### config.mk
export PLATFORM = sky130hd
export DESIGN_NAME = mbox_host_if
export DESIGN_NICKNAME = d
export VERILOG_FILES = /design/src/rtl/mbox_pkg.sv /design/src/rtl/mbox_fifo.sv /design/src/rtl/mbox_flags.sv /design/src/rtl/mbox_host_if.sv
export SDC_FILE = /design/constraint.sdc
export NUM_CORES = 1
export LEC_CHECK = 0
export BUFFER_PORTS_ARGS = -buffer_cell sky130_fd_sc_hd__clkbuf_2
export CORE_MARGIN = 5
export CORE_UTILIZATION = 50
export CTS_CLUSTER_DIAMETER = 30
export CTS_CLUSTER_SIZE = 24
export DETAILED_ROUTE_END_ITERATION = 10
export GPL_ROUTABILITY_DRIVEN = 0
export GPL_TIMING_DRIVEN = 0
export PLACE_DENSITY_LB_ADDON = 0.25
export SYNTH_ARGS = -nofsm -noshare
export SYNTH_HDL_FRONTEND = slang
export SYNTH_SLANG_ARGS = --single-unit
### constraint.sdc
create_clock -name clk -period 3.7 [get_ports clk]
set_clock_uncertainty 0.05 [all_clocks]
set_input_delay 0.185 -clock clk [delete_from_list [all_inputs] [get_ports clk]]
set_output_delay 0.185 -clock clk [all_outputs]
set_load 0.05 [all_outputs]
### src/rtl/mbox_pkg.sv
package mbox_pkg;
  localparam int unsigned WORD_W  = 32;
  localparam int unsigned BYTE_W  = 8;
  localparam int unsigned ADDR_W  = 5;
  localparam int unsigned NFLAG   = 4;
  // word index of each register (byte offset / 4)
  localparam logic [2:0] IDX_IRQ  = 3'd0;
  localparam logic [2:0] IDX_DATA = 3'd1;
  localparam logic [2:0] IDX_STAT = 3'd2;
  // flag positions, shared by status, request and enable fields
  localparam int unsigned F_TXE  = 0;
  localparam int unsigned F_TXNF = 1;
  localparam int unsigned F_RXNE = 2;
  localparam int unsigned F_RXOV = 3;
  // byte lane inside the data word
  localparam int unsigned LANE_LO = 8;
endpackage

### src/rtl/mbox_fifo.sv
module mbox_fifo #(
  parameter int unsigned WIDTH = 8,
  parameter int unsigned DEPTH = 8
) (
  input  logic             clk,
  input  logic             rst,
  input  logic             push,
  input  logic [WIDTH-1:0] din,
  input  logic             pop,
  output logic [WIDTH-1:0] dout,
  output logic             empty,
  output logic             full
);
  localparam int unsigned PW = (DEPTH > 1) ? $clog2(DEPTH) : 1;
  localparam int unsigned CW = PW + 1;

  logic [WIDTH-1:0] store [DEPTH];
  logic [PW-1:0]    wptr, rptr;
  logic [CW-1:0]    fill;

  // storage has no reset so it maps onto RAM
  always_ff @(posedge clk) begin
    if (push) store[wptr] <= din;
  end

  always_ff @(posedge clk) begin
    if (rst) begin
      wptr <= '0;
      rptr <= '0;
      fill <= '0;
    end else begin
      if (push) wptr <= (wptr == PW'(DEPTH - 1)) ? '0 : wptr + 1'b1;
      if (pop)  rptr <= (rptr == PW'(DEPTH - 1)) ? '0 : rptr + 1'b1;
      if (push && !pop)      fill <= fill + 1'b1;
      else if (pop && !push) fill <= fill - 1'b1;
    end
  end

  assign dout  = store[rptr];
  assign empty = (fill == '0);
  assign full  = (fill == CW'(DEPTH));
endmodule

### src/rtl/mbox_flags.sv
module mbox_flags #(
  parameter int unsigned N = 4
) (
  input  logic         clk,
  input  logic         rst,
  input  logic [N-1:0] cond,
  input  logic [N-1:0] clr,
  input  logic [N-1:0] enable,
  output logic [N-1:0] flags,
  output logic         irq
);
  for (genvar g = 0; g < N; g++) begin : g_flag
    always_ff @(posedge clk) begin
      if (rst)          flags[g] <= 1'b0;
      else if (cond[g]) flags[g] <= 1'b1;
      else if (clr[g])  flags[g] <= 1'b0;
    end
  end

  always_ff @(posedge clk) begin
    if (rst) irq <= 1'b0;
    else     irq <= |(flags & enable);
  end
endmodule

### src/rtl/mbox_host_if.sv
module mbox_host_if
  import mbox_pkg::*;
#(
  parameter int unsigned TX_DEPTH = 8,
  parameter int unsigned RX_DEPTH = 8
) (
  input  logic                clk,
  input  logic                rst,
  input  logic                reg_wr,
  input  logic                reg_rd,
  input  logic [ADDR_W-1:0]   reg_addr,
  input  logic [WORD_W-1:0]   reg_wdata,
  output logic [WORD_W-1:0]   reg_rdata,
  output logic [BYTE_W-1:0]   tx_data,
  output logic                tx_valid,
  input  logic                tx_ready,
  input  logic [BYTE_W-1:0]   rx_data,
  input  logic                rx_valid,
  output logic                rx_ready,
  output logic                irq
);
  logic [2:0]        idx;
  logic              tx_push, tx_pop, tx_empty, tx_full;
  logic              rx_push, rx_pop, rx_empty, rx_full;
  logic [BYTE_W-1:0] rx_head;
  logic [NFLAG-1:0]  cond, clr, flags_q, mask_q;

  assign idx = reg_addr[ADDR_W-1:2];

  assign tx_push = reg_wr && (idx == IDX_DATA) && !tx_full;
  assign tx_pop  = tx_valid && tx_ready;
  assign rx_push = rx_valid && !rx_full;
  assign rx_pop  = reg_rd && (idx == IDX_DATA) && !rx_empty;

  mbox_fifo #(.WIDTH(BYTE_W), .DEPTH(TX_DEPTH)) u_txq (
    .clk(clk), .rst(rst), .push(tx_push),
    .din(reg_wdata[LANE_LO +: BYTE_W]), .pop(tx_pop),
    .dout(tx_data), .empty(tx_empty), .full(tx_full)
  );

  mbox_fifo #(.WIDTH(BYTE_W), .DEPTH(RX_DEPTH)) u_rxq (
    .clk(clk), .rst(rst), .push(rx_push), .din(rx_data),
    .pop(rx_pop), .dout(rx_head), .empty(rx_empty), .full(rx_full)
  );

  assign tx_valid = !tx_empty;
  assign rx_ready = !rx_full;

  always_comb begin
    cond         = '0;
    cond[F_TXE]  = tx_empty;
    cond[F_TXNF] = !tx_full;
    cond[F_RXNE] = !rx_empty;
    cond[F_RXOV] = rx_valid && rx_full;
  end

  assign clr = (reg_wr && idx == IDX_STAT) ? reg_wdata[NFLAG-1:0] : '0;

  always_ff @(posedge clk) begin
    if (rst)                        mask_q <= '0;
    else if (reg_wr && idx == IDX_IRQ) mask_q <= reg_wdata[2*NFLAG-1:NFLAG];
  end

  mbox_flags #(.N(NFLAG)) u_flags (
    .clk(clk), .rst(rst), .cond(cond), .clr(clr),
    .enable(mask_q), .flags(flags_q), .irq(irq)
  );

  always_ff @(posedge clk) begin
    if (rst) begin
      reg_rdata <= '0;
    end else if (reg_rd) begin
      reg_rdata <= '0;
      case (idx)
        IDX_IRQ:  reg_rdata[2*NFLAG-1:0] <= {mask_q, flags_q};
        IDX_DATA: if (!rx_empty) reg_rdata[LANE_LO +: BYTE_W] <= rx_head;
        IDX_STAT: reg_rdata[NFLAG-1:0] <= flags_q;
        default:  reg_rdata <= '0;
      endcase
    end
  end
endmodule

== Word-level counts from Yosys, hierarchy flattened ==
Memories as Yosys holds them, arrays and structs flattened. A register that Yosys moved wholly into a read port is not among the register bits.
Index checks and enable logic that the tools add are counted.
Storage, ports and cells
  memories kept: 2
  register bits: 45
  RAM bits: 128
  logic and storage cells: 93
Memory list
  u_rxq.store: words 8, bits a word 8, read ports 1, clocked after Yosys merged registers in 1, write ports 1, RTL line mbox_fifo.sv:17  | logic [WIDTH-1:0] store [DEPTH];
  u_txq.store: words 8, bits a word 8, read ports 1, clocked after Yosys merged registers in 1, write ports 1, RTL line mbox_fifo.sv:17
Operators by class
  add/subtract/negate cells: 8
  bitwise gates (word level): 1
  reduce and logical (&&, ||, !) cells: 30
  equal/unequal tests: 10
  multiplexer cells: 29
Operators by type and width (number)
  4-bit two-way mux: 7
  3-bit two-way mux: 8
  8-bit two-way mux: 2
  1-bit logical AND: 13
  3-bit by 1-bit adder with 3-bit output (second input constant): 4
  3-bit == test (second input constant): 4
  1-bit two-way mux: 12
  4-bit by 1-bit adder with 4-bit output (second input constant): 2
  4-bit == test (second input constant): 2
  1-bit zero test: 8
  4-bit zero test: 2
  2-bit nonzero test: 4
  4-bit by 1-bit subtractor with 4-bit output (second input constant): 2
  4-bit AND: 1
  2-bit by 1-bit inequality test with 1-bit output (second input constant): 2
  4-bit OR reduction: 1
  3-bit by 1-bit == test with 1-bit output (second input constant): 1
  3-bit by 2-bit == test with 1-bit output (second input constant): 1
  3-bit zero test: 1
  2-bit OR reduction: 1

== Depth between registers and ports, before layout ==
  depth in word-level cells: 7
  depth in mapped cells: 10
  mapped depth without buffers: 10

== Modules after synthesis ==
From an unflattened synthesis, not the netlist that was laid out.
Second synthesis, totals
  cells, all modules: 454
  area total of the unflattened synthesis: 7418.4 um^2
By module, submodules not included
  mbox_fifo: sequential area each 2182.1 um^2, area each 3115.5 um^2, cells each 168, times used 2
  mbox_host_if: sequential area each 400.4 um^2, area each 1007.2 um^2, cells each 98, times used 1
  mbox_flags: sequential area each 100.1 um^2, area each 180.2 um^2, cells each 20, times used 1

== Worst setup path before layout ==
OpenSTA, ideal clock, no wires.
  path kind: flip-flop to flip-flop
  start: reg u_rxq.fill[0]
  end: reg u_rxq.fill[3]
  setup slack: 0.689 ns
  data arrival time: 2.837 ns
  stages on the path, launching flop included: 11
  setup time: 0.123 ns
  period minus slack after synthesis: 3.011 ns
  cell sequence: dfxtp_1 -> or4b_1 -> nand2_1 -> inv_2 -> ha_1 -> inv_1 -> ha_1 -> a21oi_1 -> a211oi_1 -> a31oi_1 -> mux2_1
Between the ends
  longest elaborated chain between the ends: 6
  elaborated cells between the ends (all ways): 15
  classes of those cells: add/sub (2); eq/ne (1); mux (2); reduce/logical (10)
RTL lines
  start: declaration: RTL line mbox_fifo.sv:19  | logic [CW-1:0] fill;
  start signal: assignment: RTL line mbox_fifo.sv:34  | if (push && !pop) fill <= fill + 1'b1;
  start signal: assignment: RTL line mbox_fifo.sv:35  | else if (pop && !push) fill <= fill - 1'b1;
  4-bit == test (*): RTL line mbox_fifo.sv:41  | assign full = (fill == CW'(DEPTH));
  1-bit zero test (*)
  net rx_ready: RTL line mbox_host_if.sv:19  | output logic rx_ready,
  1-bit logical AND (*): RTL line mbox_host_if.sv:32  | assign rx_push = rx_valid && !rx_full;
  net rx_push: RTL line mbox_host_if.sv:24  | logic rx_push, rx_pop, rx_empty, rx_full;
  1-bit zero test: RTL line mbox_fifo.sv:35
  1-bit logical AND: RTL line mbox_fifo.sv:35
  2-bit nonzero test (no line)
Mark *: on every way through the listed nets, which the timed path passes. The rest lies on a longest branch. The select of a mux whose other input is x is not followed.
A chain may end at the register's enable or synchronous reset.

== Worst setup path after layout ==
  start: reg u_rxq.fill[0]
  end: reg u_rxq.fill[3]
Between the ends
  longest elaborated chain between the ends: 6
  elaborated cells between the ends (all ways): 15
  classes of those cells: add/sub (2); eq/ne (1); mux (2); reduce/logical (10)
RTL lines (RTL line)
  4-bit == test (*): mbox_fifo.sv:41
  1-bit zero test (*): mbox_host_if.sv:32
  1-bit logical AND (*): mbox_host_if.sv:32
  net rx_push: mbox_host_if.sv:24
  1-bit zero test: mbox_fifo.sv:35
  1-bit logical AND: mbox_fifo.sv:35
  2-bit nonzero test (no line)
Marked as above.

==> impl_results.md <==
- Status: completed
- Vias in the first global route: 4100
- CTS clk-pin slew, worst paths: 0.06 ns
- Comb power frac: 0.203
- Yosys top cell area share: 0.535
- Data arrival, critical path: 3.28 ns
- Worst hold path type: input port to register
- Min Hold Slack: 0.0275 ns
- Fin area: 0.00864 mm²
- Reg area: 0.00486 mm²
- Post-synth EDFFs: 128
- Critical Path Start: u_rxq.fill[0]
- Leak pwr: 0.00312 µW
- Sequential Power Share: 0.466
- Largest net degree at the start of global routing: 19
- Filler Cell Count: 1063
- Die Height: 130 µm
- VDD IR max: 0.342 mV
- Die W: 130 µm
- Synth area leaders: edfxtp_1 (53%), dfxtp_1 (14%), mux4_2 (6.9%)
- Internal power: 3580 µW
- CP required: 3.96 ns
- Hpwl dp: 9210 µm
- GRT Util Overall: 0.169
- Most common cell in the netlist: edfxtp_1
- Max-Cap Viols: 0
- Die ar.: 0.0169 mm²
- Rel. slew slack: 0.174
- Share of cells above drive strength 1: 0.288
- Worst Path Max Fanout: 9
- CTS H-Tree Depth: 4
- Root Driver: clkbuf_16
- Power density over the cells: 586 mW/mm²
- Beginning of the worst hold path: reg_wdata[2]
- Fin nets: 630
- Drt wl/cell: 17.8 µm
- Yosys warning count: 0
- Setup WS pre-CTS: 0.683 ns
- Endpoints failing setup: 0
- Number of CTS-inserted buffers: 17
- Grt ovf: 0
- Ys async rst share: 0
- Reg2reg path depth: 10
- Register area share after synthesis: 0.677
- Post-Synthesis Cell Area: 0.00719 mm²
- Area delta synth->final: 20.2%
- IO buf count: 59
- CTS tree: done
- Setup slack after layout: 0.679 ns
- Clock Tree Buf Depth: 2
- Pre-antenna DRT Iters: 4
- Library cells used by synthesis: 42
- Worst r2r src: u_rxq.fill[0]
- CP Launch Type: register
- R2R Setup Slk: 0.68 ns
- DRT iter0 DRCs: 245
- Crit Path Class: register to register
- Clock Latency Late Sink: 0.43 ns
- Fin. Hold Viols: 0
- Core box area: 0.0140 mm²
- RSZ-0062 raised after global routing: no
- Final Critical Period: 3.02 ns
- Worst Setup EP: u_rxq.fill[3]
- Site Rows: 43
- Routed vias: 4064
- Slew Limit Fails: 0
- P_sw: 1480 µW
- DRC viols: 0
- DP Area: 0.00784 mm²
- Switching Fraction: 0.292
- Leading area contributor after synthesis: edfxtp_1
- Final ANT Viol Nets: 0
- Initial Util: 0.514
- Reg2reg end: u_rxq.fill[3]
- Clock power frac: 0.331
- Sink Count: 179
- DRT Wirelength: 13400 µm
- Fin Setup TNS: 0 ns
- Ys flop type: edfxtp_1
- Initial antenna violation count: 0
- Number of vias per cell: 5.38
- Crit. End Element: register
- ANT cells: 0
- Synthesized area per cell: 16.3 µm²
- Footprint of the multi-input gates: 0.00218 mm²
- Total power: 5060 µW
- IO Pins: 94
- Cells after Synth: 442
- Flops & latches, synth: 179
- Crit share post-route: 0.817
- Commonest cells in the netlist: edfxtp_1 (128), dfxtp_1 (51), nor2_1 (32)
- Post-cts sizing count: 0
- Global-route wire length before repair: 21100 µm
- Worst-margin pin slew: 1.23 ns
- Fmax: 331 MHz
==> routing by layer <==
layer | track usage | part of all wire | vias up
li1 | - | - | 1920
met2 | 0.293 | 0.52 | 91
met3 | 0.0503 | 0.047 | 21
met5 | 0 | 0 | -
met1 | 0.204 | 0.42 | 2032
met4 | 0.0513 | 0.013 | 0
==> repair_timing <==
item | in CTS | in global routing
hold buffers | 23 | 0
setup buffers | 0 | 0
hold endpoints to repair | 129 | 0
==> how the worst min path moves through the flow <==
stage                             end  cells after the start
floorplan           u_rxq.store[0][0]                      0
global placement            mask_q[1]                      3
global route        u_rxq.store[2][2]                      1
CTS                  u_flags.flags[2]                      4
finish               u_flags.flags[2]                      4
detailed placement          mask_q[1]                      3
==> logic make-up (layout without fill, tap and decap cells) <==
group	after synthesis	count (layout)	synth area share
flip-flops	179	179	0.677
buffers and inverters	41	160	0.0345
adder cells (fa/ha/maj)	16	16	0.0299
XOR/XNOR	4	4	0.00487
AND/OR/NAND/NOR	101	101	0.0712
multiplexers	60	60	0.148
other	1	16	0.000522
AO/OA/AOI/OAI	40	40	0.0348
==> layout make-up <==
type / instances / area share
repair buffers: 87 / 0.0651
clock inverters: 13 / 0.0136
plain buffers: 36 / 0.0265
multi-input cells: 237 / 0.253
inverters: 5 / 0.00217
flip-flops and latches: 179 / 0.563
clock buffers: 19 / 0.0512
well taps: 180 / 0.0261
==> placed cells by master, fill, tap and decap left out, drive strengths merged, types with 3 or more instances in the layout <==
master and n:
edfxtp 128, clkbuf 91, dfxtp 51, nor2 32, mux4 32, buf 28
nand2 23, a21oi 23, dlygate4sd3 23, mux2 18, conb 16, ha 14
inv 12, mux2i 10, a22o 8, nand3 8, nand2b 7, nor3 7
nor2b 6, or3 4, nor4b 4, a31oi 3, clkinvlp 3, clkinv 3
nor4 3
==> sequential cells by signal, summed over array words and instances, names as in the netlist, named ones only <==
signal         count
mask_q             4
reg_rdata         16
u_flags.flags      4
u_flags.irq        1
u_rxq.fill         4
u_rxq.rptr         3
u_rxq.store       64
u_rxq.wptr         3
u_txq.fill         4
u_txq.rptr         3
u_txq.store       64
u_txq.wptr         3
==> worst max-delay path: stages, from the launching register on <==
cell and delay, ns:
dfxtp_1 0.36, or4b_1 0.60, nand2_1 0.32, inv_2 0.10, ha_1 0.22, inv_1 0.14, ha_1 0.29, a21oi_1 0.20
a211oi_1 0.11, a31oi_1 0.17, mux2_1 0.34
==> power by group through the flow <==
stage	sequential, µW	combinational (µW)	clock (µW)
floorplan	2390	778	0
global placement	2390	976	0
detailed placement	2400	1020	0
CTS	2350	1040	1700
global route	2370	1130	1800
finish	2360	1030	1680
==> per-stage QoR <==
step | std cells | utilization
2_1_floorplan | 457 | -
3_3_place_gp | 696 | 0.555
3_5_place_dp | 701 | 0.560
4_1_cts | 756 | 0.617
5_1_grt | 756 | 0.618
6_report | 756 | 0.618
Note: power is estimated with default switching activity, not from simulation.
